File: config.mk
export PLATFORM = sky130hd
export DESIGN_NAME = vsense_thr_mon
export DESIGN_NICKNAME = d
export VERILOG_FILES = /design/src/rtl/vsense_thr_pkg.sv /design/src/rtl/vsense_cfg_regs.sv /design/src/rtl/vsense_thr_scale.sv /design/src/rtl/vsense_flag_eval.sv /design/src/rtl/vsense_thr_mon.sv
export SDC_FILE = /design/constraint.sdc
export NUM_CORES = 1
export LEC_CHECK = 0
export ABC_CLOCK_PERIOD_IN_PS = 6500
export BUFFER_PORTS_ARGS = -buffer_cell sky130_fd_sc_hd__buf_2
export CORE_ASPECT_RATIO = 0.5
export CORE_UTILIZATION = 30
export CTS_CLUSTER_SIZE = 12
export DETAILED_ROUTE_END_ITERATION = 6
export GPL_TIMING_DRIVEN = 0
export PLACE_DENSITY = 0.45
export SYNTH_ARGS = -nofsm -noshare
export SYNTH_HDL_FRONTEND = slang
export SYNTH_SLANG_ARGS = --single-unit
File: constraint.sdc
create_clock -name clk_i -period 6.5 [get_ports clk_i]
set_clock_uncertainty 0.2 [all_clocks]
set_input_delay 1.3 -clock clk_i [delete_from_list [all_inputs] [get_ports clk_i]]
set_output_delay 1.3 -clock clk_i [all_outputs]
set_load 0.02 [all_outputs]
File: src/rtl/vsense_thr_pkg.sv
package vsense_thr_pkg;
  localparam int K_W = 9;  // holds floor(130*256/100) = 332
  localparam logic [3:0] ILIM_MAX = 4'hB;

  typedef struct packed {
    logic       pg_hi;
    logic [1:0] ov_code;
    logic [1:0] uv_code;
  } prot_cfg_t;

  typedef struct packed {
    logic [2:0] lreg;
    logic       tcomp;
    logic [3:0] ilim;
  } ilim_cfg_t;

  function automatic logic [K_W-1:0] pct_q8(int unsigned pct);
    return K_W'((pct * 256) / 100);
  endfunction

  function automatic logic [K_W-1:0] uv_k(logic [1:0] code);
    case (code)
      2'b00:   return pct_q8(75);
      2'b01:   return pct_q8(80);
      default: return pct_q8(85);
    endcase
  endfunction

  function automatic logic [K_W-1:0] ov_k(logic [1:0] code);
    case (code)
      2'b00:   return pct_q8(110);
      2'b01:   return pct_q8(120);
      default: return pct_q8(130);
    endcase
  endfunction

  function automatic logic [K_W-1:0] pg_k(logic hi);
    return hi ? pct_q8(95) : pct_q8(90);
  endfunction
endpackage

File: src/rtl/vsense_cfg_regs.sv
module vsense_cfg_regs
  import vsense_thr_pkg::*;
(
  input  logic       clk_i,
  input  logic       rst_ni,
  input  logic       we_i,
  input  logic       sel_i,
  input  logic [7:0] wdata_i,
  output logic [7:0] rdata_o,
  output prot_cfg_t  prot_o,
  output ilim_cfg_t  ilim_o
);
  prot_cfg_t prot_q;
  ilim_cfg_t ilim_q;
  logic [3:0] ilim_sat;

  assign ilim_sat = (wdata_i[3:0] > ILIM_MAX) ? ILIM_MAX : wdata_i[3:0];

  always_ff @(posedge clk_i or negedge rst_ni) begin
    if (!rst_ni) begin
      prot_q <= '{pg_hi: 1'b0, ov_code: 2'b10, uv_code: 2'b00};
      ilim_q <= '{lreg: 3'b000, tcomp: 1'b1, ilim: ILIM_MAX};
    end else if (we_i) begin
      if (sel_i) ilim_q <= '{lreg: wdata_i[7:5], tcomp: wdata_i[4], ilim: ilim_sat};
      else       prot_q <= prot_cfg_t'(wdata_i[4:0]);
    end
  end

  assign rdata_o = sel_i ? ilim_q : {3'b000, prot_q};
  assign prot_o  = prot_q;
  assign ilim_o  = ilim_q;
endmodule

File: src/rtl/vsense_thr_scale.sv
module vsense_thr_scale #(
  parameter int W   = 12,
  parameter int K_W = 9,
  localparam int PW = W + K_W,
  localparam int TW = PW - 8
) (
  input  logic           clk_i,
  input  logic           rst_ni,
  input  logic [W-1:0]   sp_i,
  input  logic [K_W-1:0] k_i,
  output logic [TW-1:0]  thr_o
);
  logic [PW-1:0] prod;
  assign prod = PW'(sp_i) * PW'(k_i);

  always_ff @(posedge clk_i or negedge rst_ni) begin
    if (!rst_ni) thr_o <= '0;
    else         thr_o <= prod[PW-1:8];
  end
endmodule

File: src/rtl/vsense_flag_eval.sv
module vsense_flag_eval #(
  parameter int W  = 12,
  parameter int TW = 13
) (
  input  logic          clk_i,
  input  logic          rst_ni,
  input  logic          vld_i,
  input  logic [W-1:0]  sample_i,
  input  logic [TW-1:0] uv_thr_i,
  input  logic [TW-1:0] ov_thr_i,
  input  logic [TW-1:0] pg_thr_i,
  output logic          uv_o,
  output logic          ov_o,
  output logic          pg_o
);
  logic [TW-1:0] s_ext;
  logic uv_d, ov_d, pg_d;

  assign s_ext = TW'(sample_i);
  assign uv_d  = s_ext < uv_thr_i;
  assign ov_d  = s_ext > ov_thr_i;
  assign pg_d  = (s_ext >= pg_thr_i) && !ov_d;

  always_ff @(posedge clk_i or negedge rst_ni) begin
    if (!rst_ni) begin
      uv_o <= 1'b0;
      ov_o <= 1'b0;
      pg_o <= 1'b0;
    end else if (vld_i) begin
      uv_o <= uv_d;
      ov_o <= ov_d;
      pg_o <= pg_d;
    end
  end
endmodule

File: src/rtl/vsense_thr_mon.sv
module vsense_thr_mon
  import vsense_thr_pkg::*;
#(
  parameter int SAMPLE_W = 12
) (
  input  logic                clk_i,
  input  logic                rst_ni,
  input  logic [SAMPLE_W-1:0] sample_i,
  input  logic                sample_vld_i,
  input  logic [SAMPLE_W-1:0] setpoint_i,
  input  logic                cfg_we_i,
  input  logic                cfg_sel_i,
  input  logic [7:0]          cfg_wdata_i,
  output logic [7:0]          cfg_rdata_o,
  output logic [3:0]          ilim_o,
  output logic [2:0]          lreg_o,
  output logic                tcomp_en_o,
  output logic                uv_o,
  output logic                ov_o,
  output logic                pg_o
);
  localparam int TW    = SAMPLE_W + K_W - 8;
  localparam int N_THR = 3;  // 0 uv, 1 ov, 2 pg

  prot_cfg_t prot;
  ilim_cfg_t ilim;
  logic [K_W-1:0] k_sel [N_THR];
  logic [TW-1:0]  thr   [N_THR];

  vsense_cfg_regs u_cfg (
    .clk_i   (clk_i),
    .rst_ni  (rst_ni),
    .we_i    (cfg_we_i),
    .sel_i   (cfg_sel_i),
    .wdata_i (cfg_wdata_i),
    .rdata_o (cfg_rdata_o),
    .prot_o  (prot),
    .ilim_o  (ilim)
  );

  assign k_sel[0] = uv_k(prot.uv_code);
  assign k_sel[1] = ov_k(prot.ov_code);
  assign k_sel[2] = pg_k(prot.pg_hi);

  for (genvar g = 0; g < N_THR; g++) begin : g_thr
    vsense_thr_scale #(.W(SAMPLE_W), .K_W(K_W)) u_scale (
      .clk_i  (clk_i),
      .rst_ni (rst_ni),
      .sp_i   (setpoint_i),
      .k_i    (k_sel[g]),
      .thr_o  (thr[g])
    );
  end

  vsense_flag_eval #(.W(SAMPLE_W), .TW(TW)) u_flags (
    .clk_i    (clk_i),
    .rst_ni   (rst_ni),
    .vld_i    (sample_vld_i),
    .sample_i (sample_i),
    .uv_thr_i (thr[0]),
    .ov_thr_i (thr[1]),
    .pg_thr_i (thr[2]),
    .uv_o     (uv_o),
    .ov_o     (ov_o),
    .pg_o     (pg_o)
  );

  assign ilim_o     = ilim.ilim;
  assign lreg_o     = ilim.lreg;
  assign tcomp_en_o = ilim.tcomp;
endmodule

Word level (Yosys, flattened, before mapping)
Cells that the tools add are included.
W data, S select, Z words.

word-level totals
  logic and storage cells = 33
  output and inout bits = 19
  bits in registers = 55

cells by class
  muxes and demuxes = 5
  eq/ne operators = 2
  order comparisons = 4
  reductions and logical operators = 6
  multiply operators = 3
  bitwise logic cells = 1

operators with widths
  operator              number
  $mul A12 B8 Y20       2
  $mul A12 B9 Y21       1
  $pmux W7 S2           1
  $ge A12 B13 Y1        1
  $gt A12 B13 Y1        1
  $lt A12 B13 Y1        1
  $pmux W5 S2           1
  $mux W8               1
  $mux W5               1
  $eq A2 B1 Y1 const B  2
  $gt A4 B4 Y1 const B  1
  $logic_not A2 Y1      2
  $mux W4               1
  $reduce_and A2 Y1     2
  $logic_and A1 B1 Y1   1
  $logic_not A1 Y1      1
  $not A1 Y1            1

Longest topological paths before layout
  depth in word-level cells = 3
  mapped depth = 19

Hierarchy
Synthesis repeated with hierarchy kept, for this count alone.

second synthesis, totals
  cells, all modules = 1,459
  area total of the unflattened synthesis = 12,901.1 µm²

by module, submodules not included
  module                               area each (µm²)  instances  cells each
  vsense_thr_scale (g_thr[2].u_scale)  3,809.9          1          431
  vsense_thr_scale (g_thr[1].u_scale)  3,741.1          1          428
  vsense_thr_scale (g_thr[0].u_scale)  3,714.8          1          419
  vsense_flag_eval                     985.9            1          129
  vsense_cfg_regs                      601.8            1          42
  vsense_thr_mon                       47.5             1          10

Least setup slack after synthesis
Ideal clock, no wire load.

  kind = input -> register
  from = in setpoint_i[2]
  to = reg g_thr[1].u_scale.thr_o[10]
  arrival time = 5.159 ns
  stages = 17
  required time = 6.196 ns
  setup slack = 1.037 ns
  setup time = 0.104 ns
  cell sequence = inv_1 nor2_1 nand2_1 xnor2_1 ha_1 a21o_1 fa_1 fa_1 inv_1 fa_1 inv_1 ha_1 o2111ai_2 a211oi_2 nor3_2 a2111o_1 o311ai_1

on the way
  longest elaborated chain between the ends = 1

ends and longest elaborated chain
  element                        RTL line                text
  from (decl)                    vsense_thr_mon.sv:10    input logic [SAMPLE_W-1:0] setpoint_i,
  $mul A12 B9 Y21                vsense_thr_scale.sv:14  assign prod = PW'(sp_i) * PW'(k_i);
  via g_thr[1].u_scale.prod[18]  vsense_thr_scale.sv:13  logic [PW-1:0] prod;
  to (signal assigned)           vsense_thr_scale.sv:18  else thr_o <= prod[PW-1:8];
  to (decl)                      vsense_thr_scale.sv:11  output logic [TW-1:0] thr_o

The timed path passes the listed nets, and every way through them passes these cells.
A chain may end at the register's enable or synchronous reset.

Worst setup path after layout
  from = in setpoint_i[10]
  to = reg g_thr[1].u_scale.thr_o[10]

The elaborated chain is that of the path after synthesis.

==> results.yml <==
status:
  status: "finished clean"
sta:
  setup_tns_ns: 0
  rsz0062_at_grt: "no"
  worst_pin_slew_ns: 0.724
  fin_crit_sh_pct: 93.7
  final_max_slew_viol_count: 0
  setup_violations: 0
  fin_crit_ns: 6.09
  max_freq_mhz: 164
  hold_violations: 0
  hold-worst-slack_ns: 0.291
  slew_headroom_pct: 51.8
clocking:
  cts.sinks: 53
  path_clk_slew_ns: 0.08
  cts_tree: "done"
  clk_path_buf_depth: 2
  cts_buffers: 5
  cts_root_buffer: "clkbuf_16"
  cts-htree-levels: 2
  clock_latency_ns: 0.32
  ctsHoldBuffers: 0
synthesis:
  synth-seq-area-share_pct: 13.9
  synth_flop_cell: "dfrtp_1"
  synthArstFlopShare_pct: 100
  synth_most_common_cell: "inv_1"
  synth_top_area_share_pct: 29.0
  synth_area_um2: 9600
  synth_cells: 1023
  synth_edf_count: 0
  ys_top_cells_by_count: "inv_1 (289), ha_1 (173), fa_1 (139)"
  yosys_register_bits: 53
  yosys-top-cells-area: "fa_1 (29%), ha_1 (23%), dfrtp_1 (13%)"
  syn_area_per_cell_um2: 9.39
  synth_top_area_cell: "fa_1"
  ys_types: 53
  yosysWarningCount: 0
floorplan:
  die_x_um: 255
  io_pins: 56
  die_area_um2: 32800
  die_h_um: 129
  core_um2: 30900
  start_util_pct: 31.1
  row_count: 45
critical_path:
  endpoint_kind: "flop"
  worst-r2r-cell-count: 19
  crit_type: "primary input to flop"
  crit_top_cell: "fa_1"
  crit_path_start_kind: "primary input"
  critical_path.slowest_cell: "fa_1"
  cp_num_buf_inv: 4
  worst-path-stages: 16
  max_stage_delay_ns: 0.56
  cp_data_required_time_ns: 6.50
  cp.arrival_ns: 6.09
  path_max_fanout: 14
  path_delay_family: "adder cells"
  path_cells: "buf_2 > inv_1 > nor2_1 > fa_1 > fa_1 > fa_1 > inv_1 > fa_1 > inv_1 > ha_1 > a21o_1 > a21oi_1 > o21ai_0 > nor3_2 > a21oi_1 > o311ai_1"
worst_hold_path:
  hold_depth: 2
  hold_class: "flop to flop"
detailed_routing:
  first_iter_violations: 276
  avgRoutedWirePerCell_um: 14.6
  dr_total_vias: 6642
  viasPerCell: 4.38
  drtPass1Iterations: 4
  final_antenna_net_count: 0
  drc: 0
  drt_wl_total_mm: 22.1
finish:
  final_cell_count_no_fill: 1515
  utilization_pct: 34.2
  antenna_cells: 0
  areaGrowthSynthToFinish_pct: 10.2
  nFillCells: 3215
  drive_gt1_share_pct: 8.97
  nNetsFinal: 1440
pwr:
  ir_worst_vdd_mv: 0.153
  p_per_area_nw_per_um2: 393
  leakage_nw: 5.84
grt:
  grtUsageTotal_pct: 14.6
  grt_pass1_vias: 6964
  grt_max_degree: 54
  grt.overflow.total: 0
  grt_antenna_before_repair: 0
  grt_pass1_wl_mm: 36.4
run:
  drv_cap: 0
placed_design:
  dp_hpwl_mm: 18.8
  dpl.cell_count: 1507
  portBuffers: 53
  place_congestion: 0.801
area by class of cell:
cell class,instances,area (um2),area share [%]
Multi-Input combinational cell,673,7160,67.6
Clock buffer,5,125,1.18
Inverter,290,1090,10.3
Clock inverter,3,28.8,0.272
Buffer,15,57.6,0.544
Tap cell,423,529,5.00
Sequential cell,53,1330,12.6
Timing Repair Buffer,53,268,2.53
routing by layer:
layer / wire [um] / vias to the layer above / global-route usage (%)
li1: - / 3268 / -
met1: 11300 / 3299 / 21.2
met2: 9930 / 65 / 23.7
met3: 740 / 10 / 1.72
met4: 136 / 0 / 2.04
met5: 0 / - / 0
repair_timing:
action,CTS,global route
resized for setup,0,1
endpoints found under the setup margin,0,1
buffers inserted,0,0
logic make-up after synthesis:
kind of cell             count (synthesis)  share of synthesized area (%)
other                                    2                         0.0782
adder cells (fa/ha/maj)                312                           51.5
XOR/XNOR                                33                           3.01
AO/OA/AOI/OAI                          110                           7.88
multiplexers                            17                           1.97
AND/OR/NAND/NOR                        191                           9.72
flip-flops                              53                           13.9
buffers and inverters                  305                           11.9
registers in the layout (all words and copies together) (netlist names):
| signal | count |
|---|---|
| g_thr.u_scale.thr_o | 37 |
| u_cfg.ilim_o | 8 |
| u_cfg.prot_o | 5 |
| u_flags.ov_o | 1 |
| u_flags.pg_o | 1 |
| u_flags.uv_o | 1 |
worst paths after layout:
check	from	to	slack (ns)
worst max-delay path	setpoint_i[10]	g_thr[1].u_scale.thr_o[10]	0.41
worst min-delay path	u_cfg.ilim_o[1]	u_cfg.ilim_o[1]	0.29
worst max register to register	u_cfg.prot_o[3]	g_thr[1].u_scale.thr_o[10]	0.59
worst min register to register	u_cfg.ilim_o[1]	u_cfg.ilim_o[1]	0.29
max in group asynchronous	rst_ni	u_cfg.ilim_o[5]	4.76
min in group asynchronous	rst_ni	g_thr[0].u_scale.thr_o[5]	0.83
worst min-delay path: cells and delay by family (launching register included):
kind	cells	cell delay, ns
flip-flops	1	0.38
AO/OA/AOI/OAI	1	0.07
AND/OR/NAND/NOR	1	0.04
metrics by stage:
| step | cell area (um2) | total power, mW | setup WS, ns |
|---|---|---|---|
| floorplan | 9630 | 3.14 | 1.04 |
| global placement | 10400 | 3.88 | 0.0605 |
| detailed placement | 10400 | 3.91 | 0.0313 |
| CTS | 10600 | 4.25 | 0.340 |
| global route | 10600 | 4.77 | 0.0258 |
| finish | 10600 | 4.16 | 0.411 |
power breakdown:
| part | total [mW] | leakage, nW | switching [mW] | internal [mW] |
|---|---|---|---|---|
| registers | 0.572 | 0.618 | 0.0554 | 0.517 |
| logic | 3.29 | 5.15 | 1.87 | 1.42 |
| clock network | 0.294 | 0.0763 | 0.146 | 0.148 |
cells in the final DEF (no fill, tap or decap), drive strengths merged, types with 10 or more instances in the layout:
cell type and count:
ha 173, fa 139, buf 53, xor2 10
nor2 45, xnor2 23, conb 10, clkbuf 20
a21oi 26, inv 292, nor2b 13, nand2b 15
o21ai 24, a21o 15, nand2 57, dfrtp 48
and2 35, mux2 15
(Power assumes the default switching activity.)
